### src/rtl/cfgbus_pkg.sv
package cfgbus_pkg;

  // Strobes the controller hands to the datapath, one cycle each.
  typedef struct packed {
    logic rxShiftEn;    // shift the sampled SDA bit into the receive byte
    logic txLoad;       // load the transmit byte
    logic txLoadCount;  // with txLoad: load the register count instead of data
    logic txShiftEn;    // advance the transmit byte by one bit
    logic regWrite;     // store the receive byte into the indexed register
  } dpStrobe_t;

  typedef enum logic [1:0] {PH_IDLE, PH_RX, PH_TX} phase_e;
  typedef enum logic [1:0] {BY_ADDR, BY_CMD, BY_COUNT, BY_DATA} byteKind_e;

endpackage

### src/rtl/cfgbus_sync.sv
module cfgbus_sync #(
  parameter int SYNC_STAGES = 2
) (
  input  logic clk,
  input  logic rstN,
  input  logic sclIn,
  input  logic sdaIn,
  output logic sclS,
  output logic sdaS,
  output logic sclRise,
  output logic sclFall,
  output logic startEv,
  output logic stopEv
);
  logic [SYNC_STAGES-1:0] sclPipe, sdaPipe;
  logic sclPrev, sdaPrev;

  always_ff @(posedge clk or negedge rstN) begin
    if (!rstN) begin
      sclPipe <= '1;
      sdaPipe <= '1;
      sclPrev <= 1'b1;
      sdaPrev <= 1'b1;
    end else begin
      sclPipe <= {sclPipe[SYNC_STAGES-2:0], sclIn};
      sdaPipe <= {sdaPipe[SYNC_STAGES-2:0], sdaIn};
      sclPrev <= sclS;
      sdaPrev <= sdaS;
    end
  end

  assign sclS    = sclPipe[SYNC_STAGES-1];
  assign sdaS    = sdaPipe[SYNC_STAGES-1];
  assign sclRise = sclS & ~sclPrev;
  assign sclFall = ~sclS & sclPrev;
  assign startEv = sclS & sclPrev & sdaPrev & ~sdaS;
  assign stopEv  = sclS & sclPrev & ~sdaPrev & sdaS;
endmodule

### src/rtl/cfgbus_regs.sv
module cfgbus_regs
  import cfgbus_pkg::*;
#(
  parameter int REG_COUNT = 8,
  parameter int IDX_W = 3,
  parameter logic [REG_COUNT*8-1:0] RESET_VALUE = {REG_COUNT{8'hFF}}
) (
  input  logic                   clk,
  input  logic                   rstN,
  input  dpStrobe_t              strobe,
  input  logic [IDX_W-1:0]       idx,
  input  logic                   idxValid,
  input  logic                   sdaS,
  output logic [7:0]             rxByte,
  output logic                   txBit,
  output logic [REG_COUNT*8-1:0] cfgOut
);
  localparam logic [7:0] COUNT_BYTE = 8'(REG_COUNT);

  logic [REG_COUNT-1:0][7:0] regView;
  logic [7:0] rxShift, txShift, readByte;

  for (genvar g = 0; g < REG_COUNT; g++) begin : gReg
    logic [7:0] val;
    always_ff @(posedge clk or negedge rstN) begin
      if (!rstN) val <= RESET_VALUE[8*g +: 8];
      else if (strobe.regWrite && idx == IDX_W'(g)) val <= rxShift;
    end
    assign regView[g] = val;
  end

  assign readByte = idxValid ? regView[idx] : 8'h00;

  always_ff @(posedge clk or negedge rstN) begin
    if (!rstN) begin
      rxShift <= 8'h00;
      txShift <= 8'hFF;
    end else begin
      if (strobe.rxShiftEn) rxShift <= {rxShift[6:0], sdaS};
      if (strobe.txLoad) txShift <= strobe.txLoadCount ? COUNT_BYTE : readByte;
      else if (strobe.txShiftEn) txShift <= {txShift[6:0], 1'b1};
    end
  end

  assign rxByte = rxShift;
  assign txBit  = txShift[7];
  assign cfgOut = regView;
endmodule

### src/rtl/cfgbus_ctrl.sv
module cfgbus_ctrl
  import cfgbus_pkg::*;
#(
  parameter int REG_COUNT = 8,
  parameter int IDX_W = 3,
  parameter logic [6:0] ADDR_LOW = 7'h69,
  parameter logic [6:0] ADDR_HIGH = 7'h6E
) (
  input  logic             clk,
  input  logic             rstN,
  input  logic             sclRise,
  input  logic             sclFall,
  input  logic             startEv,
  input  logic             stopEv,
  input  logic             sdaS,
  input  logic [7:0]       rxByte,
  input  logic             txBit,
  input  logic             addrSel,
  input  logic             chipSel,
  output dpStrobe_t        strobe,
  output logic [IDX_W-1:0] idx,
  output logic             idxValid,
  output logic             sdaDriveLow
);
  localparam logic [7:0] LAST_IDX = 8'(REG_COUNT);

  phase_e    phase;
  byteKind_e kind;
  logic [3:0] bitCnt;
  logic [7:0] ptr, remaining;
  logic inAck, ackDrive, isRead, cmdBlock, deselected, masterAck;
  logic ackOk, rxDone, ackEnd, txEnd;
  logic [6:0] myAddr;
  logic [1:0] csCode;

  assign myAddr   = addrSel ? ADDR_HIGH : ADDR_LOW;
  assign csCode   = chipSel ? 2'b10 : 2'b01;
  assign idxValid = ptr < LAST_IDX;
  assign idx      = ptr[IDX_W-1:0];

  assign rxDone = (phase == PH_RX) && sclFall && !inAck && (bitCnt == 4'd8);
  assign ackEnd = (phase == PH_RX) && sclFall && inAck;
  assign txEnd  = (phase == PH_TX) && sclFall && (bitCnt == 4'd8);

  always_comb begin
    case (kind)
      BY_ADDR: ackOk = (rxByte[7:1] == myAddr) && !deselected;
      BY_CMD:  ackOk = (rxByte[6:5] == csCode);
      default: ackOk = 1'b1;
    endcase
  end

  always_comb begin
    strobe.rxShiftEn   = (phase == PH_RX) && sclRise && !inAck && (bitCnt != 4'd8);
    strobe.regWrite    = rxDone && ackOk && (kind == BY_DATA) && (remaining != 8'd0) && idxValid;
    strobe.txLoadCount = ackEnd && (kind == BY_ADDR) && isRead && cmdBlock;
    strobe.txLoad      = (ackEnd && (kind == BY_ADDR) && isRead) || (txEnd && masterAck);
    strobe.txShiftEn   = (phase == PH_TX) && sclFall && (bitCnt < 4'd8);
  end

  assign sdaDriveLow = ackDrive || ((phase == PH_TX) && (bitCnt < 4'd8) && !txBit);

  always_ff @(posedge clk or negedge rstN) begin
    if (!rstN) begin
      phase      <= PH_IDLE;
      kind       <= BY_ADDR;
      bitCnt     <= 4'd0;
      ptr        <= 8'd0;
      remaining  <= 8'd0;
      inAck      <= 1'b0;
      ackDrive   <= 1'b0;
      isRead     <= 1'b0;
      cmdBlock   <= 1'b0;
      deselected <= 1'b0;
      masterAck  <= 1'b0;
    end else if (startEv) begin
      phase    <= PH_RX;
      kind     <= BY_ADDR;
      bitCnt   <= 4'd0;
      inAck    <= 1'b0;
      ackDrive <= 1'b0;
    end else if (stopEv) begin
      phase      <= PH_IDLE;
      inAck      <= 1'b0;
      ackDrive   <= 1'b0;
      deselected <= 1'b0;
    end else begin
      if (strobe.rxShiftEn || strobe.txShiftEn) bitCnt <= bitCnt + 4'd1;

      if (rxDone) begin
        if (ackOk) begin
          inAck    <= 1'b1;
          ackDrive <= 1'b1;
          case (kind)
            BY_ADDR: isRead <= rxByte[0];
            BY_CMD: begin
              cmdBlock  <= ~rxByte[7];
              ptr       <= rxByte[7] ? {3'b000, rxByte[4:0]} : 8'd0;
              remaining <= rxByte[7] ? 8'd1 : 8'd0;
            end
            BY_COUNT: remaining <= rxByte;
            default: if (remaining != 8'd0) begin
              remaining <= remaining - 8'd1;
              ptr       <= ptr + 8'd1;
            end
          endcase
        end else begin
          phase <= PH_IDLE;
          if (kind == BY_CMD) deselected <= 1'b1;
        end
      end

      if (ackEnd) begin
        inAck    <= 1'b0;
        ackDrive <= 1'b0;
        bitCnt   <= 4'd0;
        case (kind)
          BY_ADDR: if (isRead) phase <= PH_TX; else kind <= BY_CMD;
          BY_CMD:  kind <= cmdBlock ? BY_COUNT : BY_DATA;
          default: kind <= BY_DATA;
        endcase
      end

      if ((phase == PH_TX) && sclRise && (bitCnt == 4'd8)) masterAck <= ~sdaS;

      if (txEnd) begin
        if (masterAck) bitCnt <= 4'd0;
        else phase <= PH_IDLE;
      end

      if (strobe.txLoad && !strobe.txLoadCount) ptr <= ptr + 8'd1;
    end
  end
endmodule

### src/rtl/smbus_cfg_slave.sv
module smbus_cfg_slave
  import cfgbus_pkg::*;
#(
  parameter int REG_COUNT = 8,
  parameter int SYNC_STAGES = 2,
  parameter logic [6:0] ADDR_LOW = 7'h69,
  parameter logic [6:0] ADDR_HIGH = 7'h6E,
  parameter logic [REG_COUNT*8-1:0] RESET_VALUE = {REG_COUNT{8'hFF}}
) (
  input  logic                   clk,
  input  logic                   rstN,
  input  logic                   sclIn,
  input  logic                   sdaIn,
  output logic                   sdaDriveLow,
  input  logic                   addrSel,
  input  logic                   chipSel,
  output logic [REG_COUNT*8-1:0] cfgOut
);
  localparam int IDX_W = (REG_COUNT > 1) ? $clog2(REG_COUNT) : 1;

  logic sclS, sdaS, sclRise, sclFall, startEv, stopEv;
  logic [7:0] rxByte;
  logic txBit, idxValid;
  logic [IDX_W-1:0] idx;
  dpStrobe_t strobe;

  cfgbus_sync #(.SYNC_STAGES(SYNC_STAGES)) uSync (
    .clk(clk), .rstN(rstN), .sclIn(sclIn), .sdaIn(sdaIn),
    .sclS(sclS), .sdaS(sdaS), .sclRise(sclRise), .sclFall(sclFall),
    .startEv(startEv), .stopEv(stopEv)
  );

  cfgbus_ctrl #(
    .REG_COUNT(REG_COUNT), .IDX_W(IDX_W), .ADDR_LOW(ADDR_LOW), .ADDR_HIGH(ADDR_HIGH)
  ) uCtrl (
    .clk(clk), .rstN(rstN), .sclRise(sclRise), .sclFall(sclFall),
    .startEv(startEv), .stopEv(stopEv), .sdaS(sdaS), .rxByte(rxByte),
    .txBit(txBit), .addrSel(addrSel), .chipSel(chipSel), .strobe(strobe),
    .idx(idx), .idxValid(idxValid), .sdaDriveLow(sdaDriveLow)
  );

  cfgbus_regs #(
    .REG_COUNT(REG_COUNT), .IDX_W(IDX_W), .RESET_VALUE(RESET_VALUE)
  ) uRegs (
    .clk(clk), .rstN(rstN), .strobe(strobe), .idx(idx), .idxValid(idxValid),
    .sdaS(sdaS), .rxByte(rxByte), .txBit(txBit), .cfgOut(cfgOut)
  );
endmodule

### config.mk
export PLATFORM = sky130hd
export DESIGN_NAME = smbus_cfg_slave
export DESIGN_NICKNAME = d
export VERILOG_FILES = /design/src/rtl/cfgbus_pkg.sv /design/src/rtl/cfgbus_sync.sv /design/src/rtl/cfgbus_regs.sv /design/src/rtl/cfgbus_ctrl.sv /design/src/rtl/smbus_cfg_slave.sv
export SDC_FILE = /design/constraint.sdc
export NUM_CORES = 1
export LEC_CHECK = 0
export ABC_AREA = 0
export ABC_CLOCK_PERIOD_IN_PS = 5700
export BUFFER_PORTS_ARGS = -buffer_cell sky130_fd_sc_hd__buf_2
export CAP_MARGIN = 10
export CORE_MARGIN = 10
export CORE_UTILIZATION = 35
export CTS_BUF_LIST = sky130_fd_sc_hd__clkbuf_16
export DETAILED_ROUTE_END_ITERATION = 16
export PLACE_DENSITY = 0.55
export SETUP_SLACK_MARGIN = 0.02
export SLEW_MARGIN = 30
export SYNTH_ARGS = -nofsm -noshare
export SYNTH_HDL_FRONTEND = slang
export SYNTH_SLANG_ARGS = --single-unit
export TNS_END_PERCENT = 20
### constraint.sdc
create_clock -name clk -period 5.7 [get_ports clk]
set_input_delay 1.425 -clock clk [delete_from_list [all_inputs] [get_ports clk]]
set_output_delay 1.425 -clock clk [all_outputs]
set_load 0.05 [all_outputs]
* Word level (Yosys, flattened, before mapping)
Cells that the tools add are included.
** Word-level totals
- Bits in registers :: 115
- Logic and storage cells :: 174
- Output and inout bits :: 65
- Input bits :: 6
** Operators by class
- Bitwise operators :: 15
- Add/sub/neg operators :: 3
- Muxes and demuxes :: 48
- Equality and inequality tests :: 20
- Reduce and logical (&&, ||, !) cells :: 61
- Order comparisons :: 3
** Operator list (number)
- two-way mux 8 bit :: 10
- logical AND 1 bit :: 32
- two-way mux 2 bit :: 14
- binary-select mux 8 bit (select 3 bit) :: 1
- two-way mux 4 bit :: 6
- one-hot mux 8 bit (3 select lines) :: 1
- one-hot mux 8 bit (2 select lines) :: 1
- equality test 3 bit, second input constant :: 4
- AND reduction 6 bit :: 2
- nonzero test 2 bit :: 6
- two-way mux 1 bit :: 11
- AND reduction 5 bit :: 2
- adder 8 x 1 -> 8 bit, second input constant :: 1
- < comparator 8 x 4 -> 1 bit, second input constant :: 1
- inverter 1 bit :: 8
- nonzero test 4 bit :: 2
- nonzero test 8 bit :: 1
- subtractor 8 x 1 -> 8 bit, second input constant :: 1
- AND 1 bit :: 7
- equality test 7 bit :: 1
- equality test 2 bit, second input constant :: 3
- equality test 3 x 2 -> 1 bit, second input constant :: 2
- AND reduction 3 bit :: 2
- nonzero test 3 bit :: 2
- other kinds (22) :: 29

* Depth between registers and ports, before layout
- Depth in word-level cells :: 13
- Depth in mapped cells :: 9
- Depth with buffers taken out :: 7

* By module
From an unflattened synthesis, not the netlist that was laid out.
** Second synthesis, totals
- Cells, all modules :: 497
- Area, all modules :: 6069.6 µm²
** By module, submodules not included
- cfgbus_regs :: cells each 252, instances 1, sequential area each 2092.0 µm², area an instance 3832.4 µm²
- cfgbus_ctrl :: cells each 235, instances 1, sequential area each 725.7 µm², area an instance 2047.0 µm²
- cfgbus_sync :: cells each 10, instances 1, sequential area each 157.7 µm², area an instance 190.2 µm²

* Least setup slack after synthesis
OpenSTA, ideal clock, no wires.
- Path type :: input port to flip-flop
- Start :: in addrSel
- End :: reg uRegs.gReg[0].val[0]
- Cell stages on the path :: 7
- Data required time :: 5.618 ns
- Path buffers :: 2
- Arrival time :: 3.123 ns
- Library setup time :: 0.082 ns
- Setup slack :: 2.495 ns
- Cells stage by stage :: or4b_1 a211oi_2 o21ba_2 buf_6 and4_4 buf_12 mux2_4
** On the way
- Longest elaborated chain between the ends :: 9
** Ends and longest elaborated chain
- from (decl) :: line smbus_cfg_slave.sv:15 : input logic addrSel,
- two-way mux 3 bit :: line cfgbus_ctrl.sv:36 : assign myAddr = addrSel ? ADDR_HIGH : ADDR_LOW;
- equality test 7 bit :: line cfgbus_ctrl.sv:47 : BY_ADDR: ackOk = (rxByte[7:1] == myAddr) && !deselected;
- logical AND 1 bit :: line cfgbus_ctrl.sv:47
- one-hot mux 1 bit (2 select lines) :: line cfgbus_ctrl.sv:46 : case (kind)
- logical AND 1 bit (4 in series) :: line cfgbus_ctrl.sv:55 : strobe.regWrite = rxDone && ackOk && (kind == BY_DATA) && (remaining != 8'd0) && idxValid;
- logical AND 1 bit :: line cfgbus_regs.sv:27 : else if (strobe.regWrite && idx == IDX_W'(g)) val <= rxShift;
- to (signal assigned) :: line cfgbus_regs.sv:26 : if (!rstN) val <= RESET_VALUE[8*g +: 8];
- to (signal assigned) :: line cfgbus_regs.sv:27
- to (decl) :: line cfgbus_regs.sv:24 : logic [7:0] val;
No other way between the ends.
A chain may end at the register's enable or synchronous reset.

* Worst setup path in the final report
- Start :: in addrSel
- End :: reg uRegs.gReg[1].val[2]
** On the way
- Longest elaborated chain between the ends :: 9
** Ends and longest elaborated chain (line)
- two-way mux 3 bit :: cfgbus_ctrl.sv:36
- equality test 7 bit :: cfgbus_ctrl.sv:47
- logical AND 1 bit :: cfgbus_ctrl.sv:47
- one-hot mux 1 bit (2 select lines) :: cfgbus_ctrl.sv:46
- logical AND 1 bit (4 in series) :: cfgbus_ctrl.sv:55
- logical AND 1 bit :: cfgbus_regs.sv:27
- to (signal assigned) :: cfgbus_regs.sv:26
- to (signal assigned) :: cfgbus_regs.sv:27
- to (decl) :: cfgbus_regs.sv:24
No other way between the ends.

==> impl_metrics.env <==
export IMPL_status="finished, final reports clean"
export IMPL_cts_root_buf="clkbuf_16"
export IMPL_cts_max_level=4
export IMPL_crit_path_start="addrSel"
export IMPL_start_kind="input port"
export IMPL_finalPower_w=0.00219
export IMPL_cp_end_kind="flop"
export IMPL_synth_compound_area_frac=0.0949
export IMPL_synth_simple_gate_area_frac=0.115
export IMPL_post_route_util=0.426
export IMPL_final_common_cell="dfstp_2"
export IMPL_reg2regPathDepth=5
export IMPL_grt_start_max_net_pins=77
export IMPL_ys_seq_area_frac=0.494
export IMPL_cpPeakStageDelay_ns=0.48
export IMPL_reg2reg_setup_slack_ns=2.89
export IMPL_whs_ns=0.353
export IMPL_finalMaxSlewViolations=0
export IMPL_synth_ff_type="dfstp_2"
export IMPL_period_minus_slack_ns=3.17
export IMPL_synth_cell_types=62
export IMPL_worstMarginPinSlew_ns=0.958
export IMPL_ctsHoldBuffers=0
export IMPL_clkTransAtPathRegs_ns=0.06
export IMPL_grt_overflow=0
export IMPL_yosysWarnings=0
export IMPL_synth_fa_ha_area_frac=0.0291
export IMPL_drive_gt1_frac=0.533
export IMPL_antennaDiodeCount=0
export IMPL_nets=549
export IMPL_setup_tns_ns=0
export IMPL_powerDensity_mw_per_mm2=308
export IMPL_setup_viol=0
export IMPL_criticalPathCategory="input port to flop"
export IMPL_rows=47
export IMPL_endpoint="uRegs.gReg[1].val[2]"
export IMPL_synth_xor_area_frac=0.00145
export IMPL_crit_chain="buf_2 -> or4b_1 -> a211oi_2 -> o21ba_2 -> and4_1 -> mux2_2"
export IMPL_relSlewSlack=0.361
export IMPL_num_fill_cells=1596
export IMPL_cp_depth=6
export IMPL_path_max_fanout=11
export IMPL_antenna_found_initial=0
export IMPL_tritoncts="yes"
export IMPL_crit_family="simple AND/OR/NAND/NOR gates"
export IMPL_cts_setup_buffers=0
export IMPL_grt_usage=0.143
export IMPL_hold_violations=0
export IMPL_p_leak_nw=3.08
export IMPL_synth_area_mm2=0.00602
export IMPL_fmax_ghz=0.315
export IMPL_die_area_mm2=0.0229
export IMPL_cts_buffer_depth=2
export IMPL_synth_seq_cells=115
export IMPL_critPathRequiredTime_ns=6.05
export IMPL_drc=0
export IMPL_yosysTopAreaCellShare=0.340
export IMPL_yosys_top_cells_area="dfstp_2 34%, dfrtp_1 15%, mux2_2 12%"
export IMPL_start_util=0.361
export IMPL_via_per_inst=5.46
export IMPL_max_cap_viol_count=0
export IMPL_ios=71
export IMPL_hold_path_class="flop to flop"
export IMPL_grt_pass1_vias=4382
export IMPL_synth_avg_cell_area_um2=13.0
export IMPL_wl_per_cell_um=20.6
export IMPL_yosys_area_top_type="dfstp_2"
export IMPL_cts_buffers=17
export IMPL_r2r_end="uRegs.gReg[1].val[2]"
export IMPL_clock_latency_ns=0.42
export IMPL_ir_worst_vdd_v=0.000200
export IMPL_synth_top_family_by_area="multiplexers"
export IMPL_synthArstFlopShare=1.00
export IMPL_die_w_um=151
export IMPL_synth_nets=485
export IMPL_crit_buf_inv=1
export IMPL_firstDrtPassIters=5
export IMPL_synthMuxAreaShare=0.232
export IMPL_area_growth_pct=18.2
export IMPL_cp_arrival_ns=3.52
export IMPL_finalCritPeriodShare=0.556
export IMPL_layout_common_cells="78 x dfstp_2, 69 x buf_2, 62 x mux2_2"
export IMPL_antenna_left=0
export IMPL_cts_sinks=115
export IMPL_r2r_start="uRegs.rxByte[2]"
export IMPL_dieHeight_um=151
export IMPL_rsz0062_at_grt="no"
export IMPL_synthCells=465
export IMPL_routed_wl_um=15700
export IMPL_place_gp_congestion=0.834
export IMPL_synth_edff_count=0
export IMPL_drtIter0Drc=338
export IMPL_grt_pass1_wl_um=25000
export IMPL_cts_resized_gates=0
export IMPL_io_buffers=70
export IMPL_crit_slowest_cell="or4b_1"
export IMPL_dp_hpwl_um=11000
export IMPL_num_vias=4160
export IMPL_fin_skew_ns=0.00811
export IMPL_core_area_mm2=0.0167
==> stage by stage <==
step                worst slack (ns)  cells  area, µm²
CTS                             2.53    762       7120
floorplan                       2.49    465       6020
global route                    2.41    762       7120
detailed placement              2.08    730       6520
global placement                2.13    730       6520
finish                          2.53    762       7120
==> power by group <==
| part | total, W | switching, W | internal (W) |
|---|---|---|---|
| logic | 0.000108 | 0.0000486 | 0.0000594 |
| registers | 0.00100 | 0.000143 | 0.000859 |
| clock network | 0.00108 | 0.000427 | 0.000655 |
| total | 0.00219 | 0.000618 | 0.00157 |
==> sequential cells by signal (all words and copies together) (netlist names), 2 cells and up <==
signal           cells
uRegs.gReg.val      64
uCtrl.phase          2
uRegs.txShift        8
uCtrl.remaining      8
uCtrl.bitCnt         4
uCtrl.kind           2
uRegs.rxByte         8
uSync.sdaPipe        2
uCtrl.ptr            8
uSync.sclPipe        2
==> worst min-delay path by stage <==
stage,end,startpoint,slack (ns),cells after the start
3_3_place_gp,uSync.sdaPipe[1],uSync.sdaPipe[0],0.35,0
4_1_cts,uSync.sclPipe[1],uSync.sclPipe[0],0.35,0
3_5_place_dp,uSync.sclPipe[1],uSync.sclPipe[0],0.35,0
2_1_floorplan,uSync.sclPipe[1],uSync.sclPipe[0],0.35,0
6_report,uSync.sclPipe[1],uSync.sclPipe[0],0.35,0
5_1_grt,uSync.sclPipe[1],uSync.sclPipe[0],0.36,0
==> kinds of logic after synthesis <==
| kind of cell | after synthesis |
|---|---|
| muxes | 104 |
| and+or+nand+nor | 108 |
| xor gates and xnor gates | 1 |
| DFF | 115 |
| AOI/OAI and AO/OA | 82 |
| buffers and inverters | 41 |
| adders and majority gates | 14 |
==> synthesized netlist by cell type (3+ instances only) <==
| master | n |
|---|---|
| nor2b_1 | 3 |
| and4_1 | 3 |
| nand4_1 | 4 |
| nor2_1 | 16 |
| clkbuf_1 | 18 |
| inv_1 | 14 |
| a21oi_1 | 11 |
| mux4_2 | 16 |
| dfstp_2 | 78 |
| o21ai_0 | 17 |
| nand4b_1 | 3 |
| nand4_4 | 3 |
| nand2b_1 | 6 |
| a22o_1 | 9 |
| ha_1 | 14 |
| nor3_1 | 5 |
| a31oi_1 | 6 |
| a22oi_1 | 6 |
| dfrtp_1 | 37 |
| mux2_2 | 62 |
| or4_1 | 3 |
| o2bb2ai_1 | 3 |
| mux2i_1 | 10 |
| mux2_4 | 16 |
| and3_1 | 6 |
| o21a_1 | 8 |
| o22ai_1 | 6 |
| o211ai_1 | 3 |
| nand3_1 | 13 |
| nand2_1 | 19 |
==> layer usage <==
layer,vias to the layer above,share of wire,GRT usage
met2,114,0.50,0.232
met1,2141,0.45,0.179
met5,-,0,0
met4,0,0.012,0.0476
met3,17,0.045,0.0391
li1,1888,-,-
==> layout make-up <==
type | count | area, µm² | share of cell area
Tap cell | 220 | 275 | 0.0387
Inverter | 14 | 52.6 | 0.00738
Clock buffer | 17 | 425 | 0.0597
Multi-Input combinational cell | 309 | 2850 | 0.400
Clock inverter | 15 | 175 | 0.0246
Timing Repair Buffer | 72 | 372 | 0.0522
Sequential cell | 115 | 2980 | 0.418
Note: power is estimated with default switching activity, not from simulation.
